### src/rtl/poll_pkg.sv
package poll_pkg;

    localparam int BYTE_W = 8;

    // Command field positions (software visible, so fixed)
    localparam int F_ESMM  = 6;
    localparam int F_SMM   = 5;
    localparam int F_TAG_H = 4;
    localparam int F_TAG_L = 3;
    localparam int F_POLL  = 2;
    localparam int F_RR    = 1;
    localparam int F_RIS   = 0;

    typedef logic [BYTE_W-1:0] byte_t;

    typedef enum logic {
        SEL_REQ = 1'b0,
        SEL_SVC = 1'b1
    } stat_sel_e;

    typedef struct packed {
        logic      hit;
        logic      poll;
        logic      sel_upd;
        stat_sel_e sel;
        logic      smm_upd;
        logic      smm_val;
    } op3_cmd_t;

    function automatic op3_cmd_t decode_op3(input logic wr_hit, input logic a0,
                                            input byte_t d);
        op3_cmd_t c;
        c.hit     = wr_hit && !a0 && !d[F_TAG_H] && d[F_TAG_L];
        c.poll    = d[F_POLL];
        c.sel_upd = d[F_RR];
        c.sel     = stat_sel_e'(d[F_RIS]);
        c.smm_upd = d[F_ESMM];
        c.smm_val = d[F_SMM];
        return c;
    endfunction

endpackage

### src/rtl/op3_decoder.sv
module op3_decoder
    import poll_pkg::*;
(
    input  logic     wr_hit_i,
    input  logic     a0_i,
    input  byte_t    wdata_i,
    output op3_cmd_t cmd_o
);
    // Bit 7 carries nothing for this command
    logic unused_msb;
    assign unused_msb = wdata_i[BYTE_W-1];

    always_comb cmd_o = decode_op3(wr_hit_i, a0_i, wdata_i);
endmodule

### src/rtl/op3_mode_regs.sv
module op3_mode_regs
    import poll_pkg::*;
(
    input  logic      clk,
    input  logic      rst,
    input  op3_cmd_t  cmd_i,
    input  logic      rd_hit_i,
    output stat_sel_e sel_o,
    output logic      smm_o,
    output logic      poll_armed_o
);
    stat_sel_e sel_q;
    logic      smm_q;
    logic      poll_q;
    logic      poll_rd;

    assign poll_rd = rd_hit_i && poll_q;

    always_ff @(posedge clk) begin
        if (rst) begin
            sel_q  <= SEL_REQ;
            smm_q  <= 1'b0;
            poll_q <= 1'b0;
        end else begin
            if (cmd_i.hit && cmd_i.sel_upd) sel_q <= cmd_i.sel;
            if (cmd_i.hit && cmd_i.smm_upd) smm_q <= cmd_i.smm_val;
            if (cmd_i.hit && cmd_i.poll)    poll_q <= 1'b1;
            else if (poll_rd)               poll_q <= 1'b0;
        end
    end

    assign sel_o        = sel_q;
    assign smm_o        = smm_q;
    assign poll_armed_o = poll_q;

    a_r1_reset_state: assert property (@(posedge clk)
        rst |=> (!poll_q && !smm_q && sel_q == SEL_REQ));

    a_r3_poll_arms: assert property (@(posedge clk) disable iff (rst)
        (cmd_i.hit && cmd_i.poll) |=> poll_q);

    a_r9_poll_disarms: assert property (@(posedge clk) disable iff (rst)
        (poll_rd && !(cmd_i.hit && cmd_i.poll)) |=> !poll_q);

    a_r6_sel_hold: assert property (@(posedge clk) disable iff (rst)
        !(cmd_i.hit && cmd_i.sel_upd) |=> $stable(sel_q));

    a_r10_smm_hold: assert property (@(posedge clk) disable iff (rst)
        !(cmd_i.hit && cmd_i.smm_upd) |=> $stable(smm_q));
endmodule

### src/rtl/op3_readback.sv
module op3_readback
    import poll_pkg::*;
#(
    parameter int NUM_LEVELS = 8,
    parameter int LVL_W      = 3
) (
    input  logic                  clk,
    input  logic                  rst,
    input  logic                  rd_hit_i,
    input  logic                  a0_i,
    input  logic                  poll_armed_i,
    input  stat_sel_e             sel_i,
    input  logic [NUM_LEVELS-1:0] irr_i,
    input  logic [NUM_LEVELS-1:0] isr_i,
    input  logic [NUM_LEVELS-1:0] imr_i,
    input  logic                  hi_valid_i,
    input  logic [LVL_W-1:0]      hi_level_i,
    output byte_t                 rd_data_o,
    output logic [NUM_LEVELS-1:0] isr_set_o
);
    localparam int PAD_W = BYTE_W - 1 - LVL_W;

    logic  poll_rd;
    byte_t poll_byte;
    byte_t stat_byte;

    assign poll_rd   = rd_hit_i && poll_armed_i;
    assign poll_byte = hi_valid_i ? {1'b1, {PAD_W{1'b0}}, hi_level_i} : '0;
    assign stat_byte = (sel_i == SEL_SVC) ? BYTE_W'(isr_i) : BYTE_W'(irr_i);

    always_comb begin
        if (!rd_hit_i)    rd_data_o = '0;
        else if (poll_rd) rd_data_o = poll_byte;
        else if (a0_i)    rd_data_o = BYTE_W'(imr_i);
        else              rd_data_o = stat_byte;
    end

    for (genvar g = 0; g < NUM_LEVELS; g++) begin : g_set
        assign isr_set_o[g] = poll_rd && hi_valid_i && (hi_level_i == LVL_W'(g));
    end

    a_r5_strobe_onehot: assert property (@(posedge clk) disable iff (rst)
        $onehot0(isr_set_o));

    a_r5_strobe_only_on_poll: assert property (@(posedge clk) disable iff (rst)
        (|isr_set_o) |-> (rd_hit_i && poll_armed_i));

    a_r4_poll_pad_zero: assert property (@(posedge clk) disable iff (rst)
        (rd_hit_i && poll_armed_i) |-> (rd_data_o[BYTE_W-2:LVL_W] == '0));

    a_r11_idle_zero: assert property (@(posedge clk) disable iff (rst)
        !rd_hit_i |-> (rd_data_o == '0));
endmodule

### src/rtl/poll_status_unit.sv
module poll_status_unit
    import poll_pkg::*;
#(
    parameter int NUM_LEVELS = 8,
    localparam int LVL_W     = (NUM_LEVELS > 1) ? $clog2(NUM_LEVELS) : 1
) (
    input  logic                  clk,
    input  logic                  rst,
    input  logic                  cs_i,
    input  logic                  rd_i,
    input  logic                  wr_i,
    input  logic                  a0_i,
    input  logic [7:0]            wdata_i,
    input  logic [NUM_LEVELS-1:0] irr_i,
    input  logic [NUM_LEVELS-1:0] isr_i,
    input  logic [NUM_LEVELS-1:0] imr_i,
    input  logic                  hi_valid_i,
    input  logic [LVL_W-1:0]      hi_level_i,
    output logic [7:0]            rd_data_o,
    output logic [NUM_LEVELS-1:0] isr_set_o,
    output logic                  freeze_o,
    output logic                  smm_o
);
    logic      wr_hit;
    logic      rd_hit;
    op3_cmd_t  cmd;
    stat_sel_e sel;
    logic      poll_armed;

    assign wr_hit = cs_i && wr_i;
    assign rd_hit = cs_i && rd_i;

    op3_decoder u_dec (
        .wr_hit_i (wr_hit),
        .a0_i     (a0_i),
        .wdata_i  (wdata_i),
        .cmd_o    (cmd)
    );

    op3_mode_regs u_regs (
        .clk          (clk),
        .rst          (rst),
        .cmd_i        (cmd),
        .rd_hit_i     (rd_hit),
        .sel_o        (sel),
        .smm_o        (smm_o),
        .poll_armed_o (poll_armed)
    );

    op3_readback #(
        .NUM_LEVELS (NUM_LEVELS),
        .LVL_W      (LVL_W)
    ) u_rb (
        .clk          (clk),
        .rst          (rst),
        .rd_hit_i     (rd_hit),
        .a0_i         (a0_i),
        .poll_armed_i (poll_armed),
        .sel_i        (sel),
        .irr_i        (irr_i),
        .isr_i        (isr_i),
        .imr_i        (imr_i),
        .hi_valid_i   (hi_valid_i),
        .hi_level_i   (hi_level_i),
        .rd_data_o    (rd_data_o),
        .isr_set_o    (isr_set_o)
    );

    assign freeze_o = poll_armed;

    a_r3_freeze_until_read: assert property (@(posedge clk) disable iff (rst)
        (freeze_o && !rd_hit && !wr_hit) |=> freeze_o);
endmodule

### config.mk
export PLATFORM = sky130hd
export DESIGN_NAME = poll_status_unit
export DESIGN_NICKNAME = d
export VERILOG_FILES = /design/src/rtl/poll_pkg.sv /design/src/rtl/op3_decoder.sv /design/src/rtl/op3_mode_regs.sv /design/src/rtl/op3_readback.sv /design/src/rtl/poll_status_unit.sv
export SDC_FILE = /design/constraint.sdc
export NUM_CORES = 1
export LEC_CHECK = 0
export CAP_MARGIN = 10
export CORE_AREA = 2 2 39 41
export DETAILED_ROUTE_END_ITERATION = 10
export DIE_AREA = 0 0 41 43
export DONT_BUFFER_PORTS = 1
export MAX_ROUTING_LAYER = met4
export PLACE_DENSITY = 0.59
export SETUP_SLACK_MARGIN = 0.05
export SLEW_MARGIN = 10
export SYNTH_ARGS = -nofsm -noshare
export SYNTH_HDL_FRONTEND = slang
export SYNTH_SLANG_ARGS = --single-unit
### constraint.sdc
create_clock -name clk -period 1.7 [get_ports clk]
set_clock_uncertainty 0.2 [all_clocks]
set_input_delay 0.34 -clock clk [delete_from_list [all_inputs] [get_ports clk]]
set_output_delay 0.34 -clock clk [all_outputs]
set_load 0.02 [all_outputs]
== Word level (Yosys, flattened, before mapping) ==
Cells that the tools add are included.

* Register bits: 3
* Input port bits: 42
* Output and inout port bits: 18

* Multiplexer cells: 7
* Reductions and logical operators: 22
* Equal/unequal tests: 7

{| class="wikitable"
|+ Operators by type and width
! cell !! number
|-
| 8-bit two-way mux || 5
|-
| 1-bit logical AND || 18
|-
| 3-bit equality test (second input constant) || 4
|-
| 3-bit by 2-bit equality test with 1-bit output (second input constant) || 2
|-
| 3-bit by 1-bit equality test with 1-bit output (second input constant) || 1
|-
| 3-bit logical NOT || 1
|-
| 1-bit logical NOT || 2
|-
| 1-bit two-way mux || 2
|-
| 2-bit nonzero test || 1
|}

== Longest topological paths before layout ==
* Depth after elaboration: 6
* Gate-level depth with buffers: 4

== Cells and area by module ==
A second synthesis with hierarchy kept.

* Cell total of the unflattened synthesis: 67
* Area, all modules: 488.0 µm²

{| class="wikitable"
|+ By module, submodules not included
! module !! cells an instance !! instances !! sequential area each (µm²) !! area an instance (µm²)
|-
| op3_readback || 47 || 1 || 0.0 || 306.5
|-
| op3_mode_regs || 12 || 1 || 60.1 || 118.9
|-
| op3_decoder || 6 || 1 || 0.0 || 50.0
|-
| poll_status_unit || 2 || 1 || 0.0 || 12.5
|}

== Least setup slack after synthesis ==
OpenSTA, ideal clock, no wires.

* Path type: register to output
* Start point: register u_regs.poll_q, in the netlist u_regs.poll_armed_o
* End point: output port rd_data_o[2]
* Data required time: 1.160 ns
* Arrival: 1.450 ns
* Slack: -0.290 ns
* Cell stages (with the launch flop): 3
* Cell sequence: dfxtp_1 > clkbuf_1 > o41ai_1

* Longest elaborated chain between the ends: 3

{| class="wikitable"
|+ RTL lines
! item !! line !! RTL
|-
| start: declaration || op3_mode_regs.sv:14 || <nowiki>logic poll_q;</nowiki>
|-
| start signal: assignment || op3_mode_regs.sv:23 || <nowiki>poll_q <= 1'b0;</nowiki>
|-
| start signal: assignment || op3_mode_regs.sv:27 || <nowiki>if (cmd_i.hit && cmd_i.poll) poll_q <= 1'b1;</nowiki>
|-
| start signal: assignment || op3_mode_regs.sv:28 || <nowiki>else if (poll_rd) poll_q <= 1'b0;</nowiki>
|-
| 1-bit logical AND || op3_readback.sv:27 || <nowiki>assign poll_rd = rd_hit_i && poll_armed_i;</nowiki>
|-
| 8-bit two-way mux || op3_readback.sv:33 || <nowiki>else if (poll_rd) rd_data_o = poll_byte;</nowiki>
|-
| 8-bit two-way mux || op3_readback.sv:32 || <nowiki>if (!rd_hit_i) rd_data_o = '0;</nowiki>
|-
| end: declaration || poll_status_unit.sv:19 || <nowiki>output logic [7:0] rd_data_o,</nowiki>
|}

No other way between the ends.

== Final worst setup path ==
Ends and elaborated chain as after synthesis.

==> reports/qor.yml <==
drc: 0
critPathCaptureType: "output port"
layout-drive-gt1-share: 0.561
finalNonFillerCells: 98
syn_area_per_cell_um2: 7.17
initial_core_util: 0.347
cp-startpoint: "u_regs.poll_armed_o"
synthesis.nets: 109
synth_ff_type: "dfxtp_1"
place_congestion: 0.688
drt-wirelength-per-cell_um: 14.6
maxSlewHeadroom: 0.743
drv_slew: 0
period_minus_slack_ns: 1.90
grt_max_degree: 13
final_cell_mix: "10 x buf_4, 6 x nor2_4, 5 x nor2b_1"
p_per_area_nw_per_um2: 350
p_leak_nw: 0.300
grt_use_total: 0.194
path_max_fanout: 5
final_util: 0.606
rsz0062_at_grt: "yes"
die_w_um: 41
drv_cap: 0
syn_area_um2: 480
antenna_found_initial: 0
gr-total-overflow: 0
crit_type: "reg -> out"
ys_ff_latch: 3
yosysWarnings: 0
hp-class: "in -> reg"
worst_slack_ns: -0.205
fin_area_um2: 838
fill_cells: 121
cts_tree: "built"
die_h_um: 43
io_buffers: 0
regToRegEndpoint: "u_regs.sel_o"
cpLargestDelayFamily: "simple AND/OR/NAND/NOR gates"
status: "complete, but fails checks"
cts.sinks: 3
reg2regPathDepth: 4
firstDrtPassIters: 4
root_buffer: "clkbuf_4"
ant_nets: 0
clk_pin_slew_worst_paths_ns: 0.03
critPathMaxStageDelay_ns: 0.46
syn_to_final_growth_pct: 74.5
place_area_um2: 667
start_kind: "register"
vias_per_cell: 5.61
io_pins: 60
drtIter0Drc: 5
vdd_ir_drop_max_v: 0.000475
power_uw: 293
synth_top_area_frac: 0.125
finalSetupTns_ns: -2.17
tightest_slew_ns: 0.383
dp_cells: 87
num_vias: 550
synth_cell_types: 23
yosysSeqAreaShare: 0.125
hold_viol_final: 0
core_area_um2: 1380
grt_pass1_wl_mm: 2.31
reg2reg_from: "u_regs.sel_o"
hold_end: "u_regs.smm_o"
finalSetupViolCount: 16
grt_pass1_vias: 553
reg2reg_slack_ns: 0.66
fmax_mhz: 525
cp.required_ns: 1.16
critPathArrivalTime_ns: 1.36
violations: "negative setup slack"
dp_hpwl_mm: 1.09
clock_latency_ns: 0.23
period_share: 1.12
synth-edff-count: 0
yosys-top-cells-area: "dfxtp_1 13%, mux2i_1 13%, mux2_2 12%"
cp.depth: 4
fin_nets: 125
synthCells: 67
cpMaxStageDelayCell: "or3_4"
crit_chain: "nand2_4 -> or3_4 -> o41ai_2 -> buf_4"
async_flop_share: 0
yosys.area.top_type: "dfxtp_1"
wirelength_mm: 1.43
cp_num_buf_inv: 1
hold_path_depth: 1
cts_max_level: 1
final_common_cell: "buf_4"
cts_made_buffers: 3
clockBufferDepth: 2
num_rows: 14
die_area_um2: 1760
antenna_cells: 0
worstHoldStart: "rst"
repair_timing:
item,4_1_cts,5_1_grt
gates resized for setup,14,6
hold buffers,1,0
buffers inserted,5,1
cloned,0,0
hold endpoints to repair,2,0
endpoints found under the setup margin,16,16
pin swaps,6,6
synth_stat cells (2+ instances only):
| cell | n |
|---|---|
| a21oi_1 | 3 |
| a32oi_1 | 2 |
| buf_2 | 2 |
| dfxtp_1 | 3 |
| inv_1 | 4 |
| mux2_2 | 5 |
| mux2i_1 | 6 |
| nand2_1 | 6 |
| nand2b_1 | 3 |
| nor2_1 | 7 |
| nor2b_1 | 5 |
| nor3_1 | 5 |
| o21ai_0 | 2 |
| o41ai_1 | 3 |
| or3_1 | 3 |
layer usage:
layer | part of all wire | wire (um) | track usage
met4 | 0.013 | 19 | 0.0867
met1 | 0.36 | 519 | 0.201
met2 | 0.56 | 798 | 0.322
met5 | 0 | 0 | -
met3 | 0.064 | 91 | 0.0524
layout make-up:
cell class / instances / area [um2] / area share
Multi-Input combinational cell: 56 / 582 / 0.694
Sequential cell: 3 / 65.1 / 0.0776
Tap cell: 16 / 20.0 / 0.0239
Inverter: 4 / 15.0 / 0.0179
Timing Repair Buffer: 15 / 130 / 0.155
Clock buffer: 4 / 26.3 / 0.0313
logic make-up (layout without fill, tap and decap cells):
| family | after synthesis | after routing | synth area share |
|---|---|---|---|
| compound gates | 13 | 13 | 0.193 |
| buf+inv | 8 | 23 | 0.0755 |
| flops | 3 | 3 | 0.125 |
| mux | 11 | 11 | 0.242 |
| simple gates | 32 | 32 | 0.365 |
per-stage QoR:
step           hold WS (ns)  worst slack [ns]
3_5_place_dp          0.209            0.0107
3_3_place_gp          0.208            0.0203
2_1_floorplan         0.205          -0.00330
4_1_cts             0.00841            -0.216
6_report             0.0159            -0.205
5_1_grt             0.00532            -0.257
sequential cells by signal, indices dropped and copies added, names as in the netlist:
register,cells
u_regs.smm_o,1
u_regs.sel_o,1
u_regs.poll_armed_o,1
where the power goes:
group	total [mW]	internal [mW]	switching, mW
Sequential	0.0709	0.0701	0.000807
Combinational	0.100	0.0496	0.0504
Clock	0.122	0.0878	0.0346
Total	0.293	0.207	0.0858
how the worst max path moves through the flow:
stage / to / slack [ns]
final: rd_data_o[2] / -0.20
after global routing: rd_data_o[7] / -0.26
after CTS: rd_data_o[2] / -0.22
after detailed placement: rd_data_o[6] / 0.01
after global placement: rd_data_o[6] / 0.02
after floorplan: rd_data_o[6] / -0.003
worst register-to-register path: stages (launching register included):
cell	delay, ns
dfxtp_2	0.32
buf_6	0.14
nor2b_1	0.13
o21ai_0	0.08
o41ai_1	0.07
(Power assumes the default switching activity.)
